`src/rtl/bcu_pkg.sv`:
```
package bcu_pkg;

  typedef enum logic [1:0] {
    CMP_EQ = 2'b00,
    CMP_NE = 2'b01,
    CMP_LT = 2'b10,
    CMP_GE = 2'b11
  } cmpOp_e;

  // strobes from the sequencer to the operand / compare datapath
  typedef struct packed {
    logic load;     // capture request fields
    logic rdB;      // second memory read this cycle (address select)
    logic rdA;      // first memory read this cycle
    logic evalA;    // compare first operand from read data
    logic evalB;    // compare second operand from read data
    logic evalLit;  // compare both operands carried in the request
  } dpStrobe_t;

endpackage

```
`src/rtl/bcu_dpath.sv`:
```
module bcu_dpath
  import bcu_pkg::*;
#(
  parameter int DATA_W = 16,
  parameter int ADDR_W = 6,
  parameter int TGT_W  = 10
) (
  input  logic              clk,
  input  logic              rstN,
  input  dpStrobe_t         strobe,
  input  logic              reqTwoCond,
  input  logic [ADDR_W-1:0] reqSrcA,
  input  logic [ADDR_W-1:0] reqSrcB,
  input  logic [DATA_W-1:0] reqLitA,
  input  logic [DATA_W-1:0] reqLitB,
  input  logic [DATA_W-1:0] reqImmA,
  input  logic [DATA_W-1:0] reqImmB,
  input  logic [1:0]        reqCmpA,
  input  logic [1:0]        reqCmpB,
  input  logic              reqComb,
  input  logic [TGT_W-1:0]  reqTarget,
  input  logic [DATA_W-1:0] memRdData,
  output logic [ADDR_W-1:0] memRdAddr,
  output logic              decCond,
  output logic [TGT_W-1:0]  decTarget
);

  logic [ADDR_W-1:0] srcAQ, srcBQ;
  logic [DATA_W-1:0] litAQ, litBQ, immAQ, immBQ;
  cmpOp_e            cmpAQ, cmpBQ;
  logic              combQ, twoQ;
  logic [TGT_W-1:0]  tgtQ;
  logic              resAQ, resBQ;

  function automatic logic relate(input cmpOp_e op,
                                  input logic [DATA_W-1:0] lhs,
                                  input logic [DATA_W-1:0] rhs);
    logic r;
    case (op)
      CMP_EQ:  r = (lhs == rhs);
      CMP_NE:  r = (lhs != rhs);
      CMP_LT:  r = (lhs <  rhs);
      default: r = (lhs >= rhs);
    endcase
    return r;
  endfunction

  // request capture
  always_ff @(posedge clk or negedge rstN) begin
    if (!rstN) begin
      srcAQ <= '0;
      srcBQ <= '0;
      litAQ <= '0;
      litBQ <= '0;
      immAQ <= '0;
      immBQ <= '0;
      cmpAQ <= CMP_EQ;
      cmpBQ <= CMP_EQ;
      combQ <= 1'b0;
      twoQ  <= 1'b0;
      tgtQ  <= '0;
    end else if (strobe.load) begin
      srcAQ <= reqSrcA;
      srcBQ <= reqSrcB;
      litAQ <= reqLitA;
      litBQ <= reqLitB;
      immAQ <= reqImmA;
      immBQ <= reqImmB;
      cmpAQ <= cmpOp_e'(reqCmpA);
      cmpBQ <= cmpOp_e'(reqCmpB);
      combQ <= reqComb;
      twoQ  <= reqTwoCond;
      tgtQ  <= reqTarget;
    end
  end

  // individual condition results
  always_ff @(posedge clk or negedge rstN) begin
    if (!rstN) begin
      resAQ <= 1'b0;
      resBQ <= 1'b0;
    end else begin
      if (strobe.evalLit) begin
        resAQ <= relate(cmpAQ, litAQ, immAQ);
        resBQ <= relate(cmpBQ, litBQ, immBQ);
      end else begin
        if (strobe.evalA) resAQ <= relate(cmpAQ, memRdData, immAQ);
        if (strobe.evalB) resBQ <= relate(cmpBQ, memRdData, immBQ);
      end
    end
  end

  assign memRdAddr = strobe.rdB ? srcBQ : srcAQ;

  always_comb begin
    if (!twoQ)      decCond = resAQ;
    else if (combQ) decCond = resAQ | resBQ;
    else            decCond = resAQ & resBQ;
  end

  assign decTarget = tgtQ;

  // a compare on read data always follows the matching read by one cycle
  p_evala_after_read_r2: assert property (@(posedge clk) disable iff (!rstN)
    strobe.evalA |-> $past(strobe.rdA));
  p_evalb_after_read_r2: assert property (@(posedge clk) disable iff (!rstN)
    strobe.evalB |-> $past(strobe.rdB));
  // the register variant never evaluates in a read cycle
  p_lit_no_read_r4: assert property (@(posedge clk) disable iff (!rstN)
    strobe.evalLit |-> !(strobe.rdA || strobe.rdB));

endmodule

```
`src/rtl/bcu_ctrl.sv`:
```
module bcu_ctrl
  import bcu_pkg::*;
(
  input  logic      clk,
  input  logic      rstN,
  input  logic      reqValid,
  input  logic      reqFromMem,
  input  logic      reqTwoCond,
  output dpStrobe_t strobe,
  output logic      busy,
  output logic      memRdEn,
  output logic      decValid
);

  typedef enum logic [2:0] {
    ST_IDLE,
    ST_RDA,    // cycle 1: read first operand
    ST_RDB,    // cycle 2: read second operand, compare first
    ST_CMPA,   // cycle 2: compare sole operand
    ST_CMPB,   // cycle 3: compare second operand
    ST_LIT,    // cycle 1: compare carried operands
    ST_DONE    // decision cycle
  } state_e;

  state_e stateQ, stateD;
  logic   twoQ;
  logic   accept;

  assign busy   = !(stateQ == ST_IDLE || stateQ == ST_DONE);
  assign accept = reqValid && !busy;

  always_comb begin
    stateD = stateQ;
    case (stateQ)
      ST_RDA:  stateD = twoQ ? ST_RDB : ST_CMPA;
      ST_RDB:  stateD = ST_CMPB;
      ST_CMPA: stateD = ST_DONE;
      ST_CMPB: stateD = ST_DONE;
      ST_LIT:  stateD = ST_DONE;
      default: stateD = ST_IDLE;
    endcase
    if (accept) stateD = reqFromMem ? ST_RDA : ST_LIT;
  end

  always_ff @(posedge clk or negedge rstN) begin
    if (!rstN) begin
      stateQ <= ST_IDLE;
      twoQ   <= 1'b0;
    end else begin
      stateQ <= stateD;
      if (accept) twoQ <= reqTwoCond;
    end
  end

  always_comb begin
    strobe.load    = accept;
    strobe.rdA     = (stateQ == ST_RDA);
    strobe.rdB     = (stateQ == ST_RDB);
    strobe.evalA   = (stateQ == ST_RDB) || (stateQ == ST_CMPA);
    strobe.evalB   = (stateQ == ST_CMPB);
    strobe.evalLit = (stateQ == ST_LIT);
  end

  assign memRdEn  = strobe.rdA || strobe.rdB;
  assign decValid = (stateQ == ST_DONE);

  // an accepted request raises busy in the next cycle
  p_accept_busy_r1: assert property (@(posedge clk) disable iff (!rstN)
    accept |=> busy);
  // the decision is a single-cycle pulse
  p_single_pulse_r8: assert property (@(posedge clk) disable iff (!rstN)
    decValid |=> !decValid);
  // reads only happen inside an operation
  p_read_in_op_r2: assert property (@(posedge clk) disable iff (!rstN)
    memRdEn |-> busy);
  // a read is never immediately followed by the decision
  p_read_gap_r3: assert property (@(posedge clk) disable iff (!rstN)
    memRdEn |=> !decValid);
  // a request seen while busy does not restart the schedule
  p_busy_ignore_r9: assert property (@(posedge clk) disable iff (!rstN)
    (busy && reqValid && stateQ == ST_RDB) |=> stateQ == ST_CMPB);

endmodule

```
`src/rtl/cond_branch_eval.sv`:
```
module cond_branch_eval
  import bcu_pkg::*;
#(
  parameter int DATA_W = 16,
  parameter int ADDR_W = 6,
  parameter int TGT_W  = 10
) (
  input  logic              clk,
  input  logic              rstN,
  input  logic              reqValid,
  input  logic              reqFromMem,
  input  logic              reqTwoCond,
  input  logic [ADDR_W-1:0] reqSrcA,
  input  logic [ADDR_W-1:0] reqSrcB,
  input  logic [DATA_W-1:0] reqLitA,
  input  logic [DATA_W-1:0] reqLitB,
  input  logic [DATA_W-1:0] reqImmA,
  input  logic [DATA_W-1:0] reqImmB,
  input  logic [1:0]        reqCmpA,
  input  logic [1:0]        reqCmpB,
  input  logic              reqComb,
  input  logic [TGT_W-1:0]  reqTarget,
  output logic              busy,
  output logic              memRdEn,
  output logic [ADDR_W-1:0] memRdAddr,
  input  logic [DATA_W-1:0] memRdData,
  output logic              decValid,
  output logic              decCond,
  output logic [TGT_W-1:0]  decTarget
);

  dpStrobe_t strobe;

  bcu_ctrl i_ctrl (
    .clk        (clk),
    .rstN       (rstN),
    .reqValid   (reqValid),
    .reqFromMem (reqFromMem),
    .reqTwoCond (reqTwoCond),
    .strobe     (strobe),
    .busy       (busy),
    .memRdEn    (memRdEn),
    .decValid   (decValid)
  );

  bcu_dpath #(
    .DATA_W (DATA_W),
    .ADDR_W (ADDR_W),
    .TGT_W  (TGT_W)
  ) i_dpath (
    .clk        (clk),
    .rstN       (rstN),
    .strobe     (strobe),
    .reqTwoCond (reqTwoCond),
    .reqSrcA    (reqSrcA),
    .reqSrcB    (reqSrcB),
    .reqLitA    (reqLitA),
    .reqLitB    (reqLitB),
    .reqImmA    (reqImmA),
    .reqImmB    (reqImmB),
    .reqCmpA    (reqCmpA),
    .reqCmpB    (reqCmpB),
    .reqComb    (reqComb),
    .reqTarget  (reqTarget),
    .memRdData  (memRdData),
    .memRdAddr  (memRdAddr),
    .decCond    (decCond),
    .decTarget  (decTarget)
  );

  // nothing is active while reset is held
  always_comb begin
    if (!rstN) p_reset_quiet_r11: assert (!busy && !decValid && !memRdEn);
  end

endmodule

```
`config.mk`:
```
export PLATFORM = sky130hd
export DESIGN_NAME = cond_branch_eval
export DESIGN_NICKNAME = d
export VERILOG_FILES = /design/src/rtl/bcu_pkg.sv /design/src/rtl/bcu_dpath.sv /design/src/rtl/bcu_ctrl.sv /design/src/rtl/cond_branch_eval.sv
export SDC_FILE = /design/constraint.sdc
export NUM_CORES = 1
export LEC_CHECK = 0
export BUFFER_PORTS_ARGS = -buffer_cell sky130_fd_sc_hd__buf_2
export CAP_MARGIN = 5
export CORE_MARGIN = 5
export CORE_UTILIZATION = 59
export DETAILED_ROUTE_END_ITERATION = 12
export PLACE_DENSITY = 0.9
export SLEW_MARGIN = 10
export SYNTH_ARGS = -nofsm -noshare
export SYNTH_HDL_FRONTEND = slang
export SYNTH_SLANG_ARGS = --single-unit
```
`constraint.sdc`:
```
create_clock -name clk -period 2.9 [get_ports clk]
set_input_delay 0.58 -clock clk [delete_from_list [all_inputs] [get_ports clk]]
set_output_delay 0.58 -clock clk [all_outputs]
set_load 0.05 [all_outputs]
```
**After elaboration in Yosys (flattened, before gate mapping)**

Index checks and enable logic that the tools add are counted.

- $lt $le $gt $ge: 8
- Equal/unequal tests: 18
- Muxes and demuxes: 15
- Bitwise gates (word level): 2
- Reductions and logical operators: 11

Operators by type and width:

| operator | number |
|---|---|
| $eq 16x16->1 | 4 |
| $ge 16x16->1 | 4 |
| $lt 16x16->1 | 4 |
| $ne 16x16->1 | 4 |
| $pmux 1 s3 | 4 |
| $eq 3x3->1 const B | 3 |
| $pmux 3 s3 | 1 |
| $mux 1 | 7 |
| $eq 3x2->1 const B | 2 |
| $mux 3 | 2 |
| $mux 6 | 1 |
| $eq 2x1->1 const B | 2 |
| $eq 2x2->1 const B | 2 |
| $logic_not 2->1 | 2 |
| $reduce_bool 2->1 | 2 |
| $eq 3x1->1 const B | 1 |
| $logic_not 3->1 | 1 |
| $logic_or 1x1->1 | 3 |
| $reduce_or 3->1 | 1 |
| $and 1x1->1 | 1 |
| $logic_and 1x1->1 | 1 |
| $logic_not 1->1 | 1 |
| $or 1x1->1 | 1 |

- Register bits: 97
- Input port bits: 112
- Output and inout port bits: 20
- Word-level logic and storage cells: 68

**Logic depth before layout (Yosys ltp)**

- Depth after elaboration: 4
- Gate-level depth with buffers: 9
- Gate-level depth less buffers: 8

**Hierarchy**

A second synthesis with hierarchy kept.

- Cell total of the unflattened synthesis: 504
- Area, all modules: 5,454.0 um^2

Modules (own cells, without submodules):

| module | times used | cells each | area an instance (um^2) | seq. area each (um^2) |
|---|---|---|---|---|
| bcu_dpath | 1 | 477 | 5,165.0 | 2,352.3 |
| bcu_ctrl | 1 | 27 | 289.0 | 100.1 |

**Worst setup path after synthesis**

Ideal clock, no wire load.

- Kind: input -> register
- From: input port memRdData[13]
- To: register i_dpath.resAQ
- Library setup time: 0.134 ns
- Arrival: 1.949 ns
- Slack: 0.817 ns
- Stages on the path: 7
- Path through: ha_1 nand4_1 or3_1 nor4_2 a21oi_1 o32ai_1 o32ai_1

- Cells in the longest elaborated chain, start to end: 4
- Elaborated cells on any way between the ends: 7
- Those cells by class: order compare (2); eq/ne (2); mux (3)

Ends and longest elaborated chain:

| item | RTL line | source |
|---|---|---|
| start, declared | cond_branch_eval.sv:26 | `input logic [DATA_W-1:0] memRdData,` |
| $ge 16x16->1 (tied with other cells) | bcu_dpath.sv:43 | `default: r = (lhs >= rhs);` |
| $pmux 1 s3 * | bcu_dpath.sv:39 | `case (op)` |
| $mux 1 * | bcu_dpath.sv:87 | `if (strobe.evalA) resAQ <= relate(cmpAQ, memRdData, immAQ);` |
| $mux 1 * | bcu_dpath.sv:83 | `if (strobe.evalLit) begin` |
| end signal, assigned | bcu_dpath.sv:84 | `resAQ <= relate(cmpAQ, litAQ, immAQ);` |
| end signal, assigned | bcu_dpath.sv:87 |  |
| end, declared | bcu_dpath.sv:33 | `logic resAQ, resBQ;` |

Mark *: on every way between the ends. The rest lies on a longest branch, timed or not. The select of a mux whose other input is x is not followed.
A chain may end at the register's enable or synchronous reset.

**Final worst setup path**

- From: register i_ctrl.stateQ[0]
- To: output port memRdAddr[2]

- Cells in the longest elaborated chain, start to end: 2

Ends and longest elaborated chain:

| item | RTL line | source |
|---|---|---|
| start, declared | bcu_ctrl.sv:25 | `state_e stateQ, stateD;` |
| start signal, assigned | bcu_ctrl.sv:50 | `stateQ <= stateD;` |
| $eq 3x2->1 | bcu_ctrl.sv:58 | `strobe.rdB = (stateQ == ST_RDB);` |
| $mux 6 | bcu_dpath.sv:93 | `assign memRdAddr = strobe.rdB ? srcBQ : srcAQ;` |
| end, declared | cond_branch_eval.sv:25 | `output logic [ADDR_W-1:0] memRdAddr,` |

No other way between the ends.

==> flow_summary_export.csv <==
group,metric,value,unit
outcome,outcome,"finished clean",
pwr,leakage,3.33,nW
yosys,ys_seq_elements,97,
sta,slew_viol_final,0,
floorplan,start_util,60.9,%
clock_tree,clk_latency,0.37,ns
cells_and_area,final_cells,767,
cells_and_area,final_util,71.5,%
global_route,grt_pass1_wl,21.7,mm
sta,fin_crit,2.56,ns
clock_tree,path_clk_slew,0.11,ns
clock_tree,ctsResizeCount,0,
global_route,antenna_found_initial,0,
place,routabilityCongestion,0.931,
yosys,synth_top_area_cell,"dfrtp_1",
sta,max_freq,0.391,GHz
yosys,avgSynthCellArea,11.3,um2
yosys,yosysTopAreaCellShare,42.9,%
routing,wl_per_cell,17.3,um
place,dpl.cell_count,750,
routing,vias,4305,
yosys,yosysSeqAreaShare,42.9,%
sta,setup_violations,0,
clock_tree,cts_max_level,3,
clock_tree,cts_tree,"done",
sta,rsz0062_at_grt,"no",
global_route,grtUsageMet2,40.5,%
yosys,postSynthCellCount,500,
pwr,vdd_drop_max,0.946,mV
pwr,pwr-share-comb,56.2,%
place,hpwl,10.5,mm
min_path,hp-class,"input pin to asynchronous set/reset pin",
routing,drtAntennaViolNets,0,
floorplan,die_w,108,um
global_route,grt_max_degree,66,
yosys,yosys_warnings,0,
floorplan,fp.dieH,108,um
cells_and_area,drive_above_1_share,34.9,%
worst_setup_path,crit_arrival,1.98,ns
sta,worstMarginPinSlew,0.538,ns
pwr,p_int,0.00442,W
floorplan,core,9280,um2
clock_tree,clock_path_buffers,2,
clock_tree,cts_inserted_buffers,9,
worst_setup_path,r2r-end,"i_dpath.resAQ$_DFFE_PN0P_",
global_route,track_usage,23.5,%
clock_tree,cts.sinks,97,
worst_setup_path,rr_worst_depth,8,
global_route,first_global_vias,4646,
job,drv_cap,0,
sta,max_slew_margin,63.9,%
cells_and_area,fin_nets,808,
pwr,seqPwrFrac,31.5,%
sta,finalHoldViolations,0,
worst_setup_path,crit_fanout,6,
worst_setup_path,critPathCaptureType,"output port",
routing,dr.pass1.iters,5,
routing,drt_wl_total,13.3,mm
sta,min_period_over_period,88.2,%
pwr,power_density,1170,nW/um2
routing,viasPerCell,5.61,
global_route,overflow,0,
pwr,p_switching,0.00337,W
yosys,synth.area.top_cells,"dfrtp_1 (43%), mux2_4 (15%), ha_1 (14%), nand2_1 (3.5%), o21ai_1 (3.2%)",
global_route,met1_usage,29.5,%
worst_setup_path,criticalPathCategory,"flip-flop to output port",
pwr,p_clk_share,12.3,%
sta,setup_tns,0,ns
pwr,swShare,43.3,%
worst_setup_path,critPathRequiredTime,2.32,ns
clock_tree,cts_setup_buffers,0,
global_route,top_usage_layer,"met2",
yosys,synth_cell_types,47,
yosys,synth_fp_nets,676,
place,numPortBuffers,131,
clock_tree,cts-root-buf,"clkbuf_8",
floorplan,die_area,11600,um2
floorplan,rows,35,
sta,fin_skew,0.0117,ns
yosys,syn-cell-area,5660,um2
floorplan,top_level_ports,132,
clock_tree,cts_hold_buf,0,
worst_setup_path,rrSetupSlack,0.73,ns
routing,drc,0,
worst_setup_path,worstSetupStartpointType,"flip-flop",
global_route,grtUsageMet3,4.92,%
routing,drt_iter0_markers,195,
worst_setup_path,rr_startpoint,"i_dpath.immAQ[13]$_DFFE_PN0P_",
cells_and_area,syn2layout_area_growth,17.3,%
-- sequential cells by signal, indices dropped and copies added, names as in the netlist --
name,cells
i_dpath.srcBQ,6
i_dpath.decTarget,10
i_dpath.srcAQ,6
i_dpath.resAQ,1
i_ctrl.stateQ,3
i_dpath.litAQ,16
i_dpath.litBQ,16
i_dpath.cmpAQ,2
i_dpath.cmpBQ,2
i_ctrl.twoQ,1
i_dpath.resBQ,1
i_dpath.immBQ,16
i_dpath.immAQ,16
i_dpath.combQ,1
-- cell families after synthesis --
logic type / count (synthesis) / synth area share, %
AOI/OAI and AO/OA: 101 / 10.2
xor gates and xnor gates: 2 / 0.310
adders and majority gates: 64 / 14.2
buffers and inverters: 55 / 5.27
DFF: 97 / 42.9
muxes: 65 / 16.8
and+or+nand+nor: 116 / 10.3
-- cells in the mapped netlist, drive strengths merged --
master and count:
nor2 11, xnor2 1, and4 5, a2111o 2, a22oi 1, o211ai 1
xor2 1, nor4b 1, or2 2, dfrtp 97, a21o 4, and3 4
a2111oi 1, nand2 52, nand4 9, buf 14, a211o 1, o21ai 47
nand4b 1, and2 1, a21boi 2, nor2b 4, o32ai 3, a21oi 31
mux2 64, nor3b 1, or3 2, mux2i 1, nor4 2, o211a 1
inv 40, nand3 11, o21a 2, clkbuf 1, nand2b 7, ha 64
a211oi 4, nor3 3, o31ai 1
-- power groups by stage --
stage / Sequential [W] / Clock (W) / Combinational, W
3_3_place_gp: 0.00243 / 0 / 0.00416
3_5_place_dp: 0.00247 / 0 / 0.00436
4_1_cts: 0.00246 / 0.000973 / 0.00440
2_1_floorplan: 0.00258 / 0 / 0.00326
5_1_grt: 0.00253 / 0.00102 / 0.00483
6_report: 0.00246 / 0.000956 / 0.00438
-- worst max-delay path by stage --
stage | from | to | slack [ns] | cells after the start
CTS | i_ctrl.stateQ[0]$_DFF_PN0_ | memRdAddr[2] | 0.32 | 3
detailed placement | memRdData[13] | i_dpath.resAQ$_DFFE_PN0P_ | 0.43 | 8
finish | i_ctrl.stateQ[0]$_DFF_PN0_ | memRdAddr[2] | 0.34 | 3
floorplan | memRdData[13] | i_dpath.resAQ$_DFFE_PN0P_ | 0.82 | 7
global route | i_ctrl.stateQ[0]$_DFF_PN0_ | memRdAddr[2] | 0.26 | 3
global placement | memRdData[13] | i_dpath.resAQ$_DFFE_PN0P_ | 0.60 | 8
-- layout by cell type, fill, tap and decap left out, types with 5 or more instances in the layout --
master    Yosys  routed
buf_2         3     130
a21oi_1      31      31
nand4_1       9       9
inv_1        40      40
clkbuf_8      0       9
nand2_1      52      52
mux2_4       58      58
nor2_1       11      11
dfrtp_1      97      97
o21ai_1      36      36
o21ai_0      11      11
nand3_1      11      11
mux2_2        6       6
and4_1        5       5
nand2b_1      6       6
ha_1         64      64
-- area by class of cell --
| cell class | count | area [um2] |
|---|---|---|
| tap | 129 | 161 |
| sequential | 97 | 2430 |
| clock inverter | 7 | 92.6 |
| multi-input combinational | 348 | 2930 |
| clock buffer | 9 | 124 |
| inverter | 40 | 150 |
| timing repair buffer | 136 | 746 |
| antenna | 1 | 2.50 |
| fill | 694 | 2650 |
-- metrics by stage --
step                      hold WS (ns)  power (W)  setup slack (ns)  area, um2
after global placement           0.489    0.00658             0.603       6420
after CTS                        0.145    0.00783             0.325       6630
after floorplan                  0.284    0.00583             0.817       5660
after detailed placement         0.492    0.00683             0.434       6420
final                            0.138    0.00779             0.342       6640
after global routing             0.174    0.00838             0.262       6630
-- metal layers --
layer	up-vias	part of all wire, %
met2	182	49
met4	0	2.4
met1	2051	42
li1	2037	-
met3	35	6.3
met5	-	0
-- worst max-delay path: stages, from the launching register on --
cell     delay, ns
dfrtp_1       0.49
nor3b_2       0.51
mux2_2        0.40
buf_2         0.21
(Power assumes the default switching activity.)
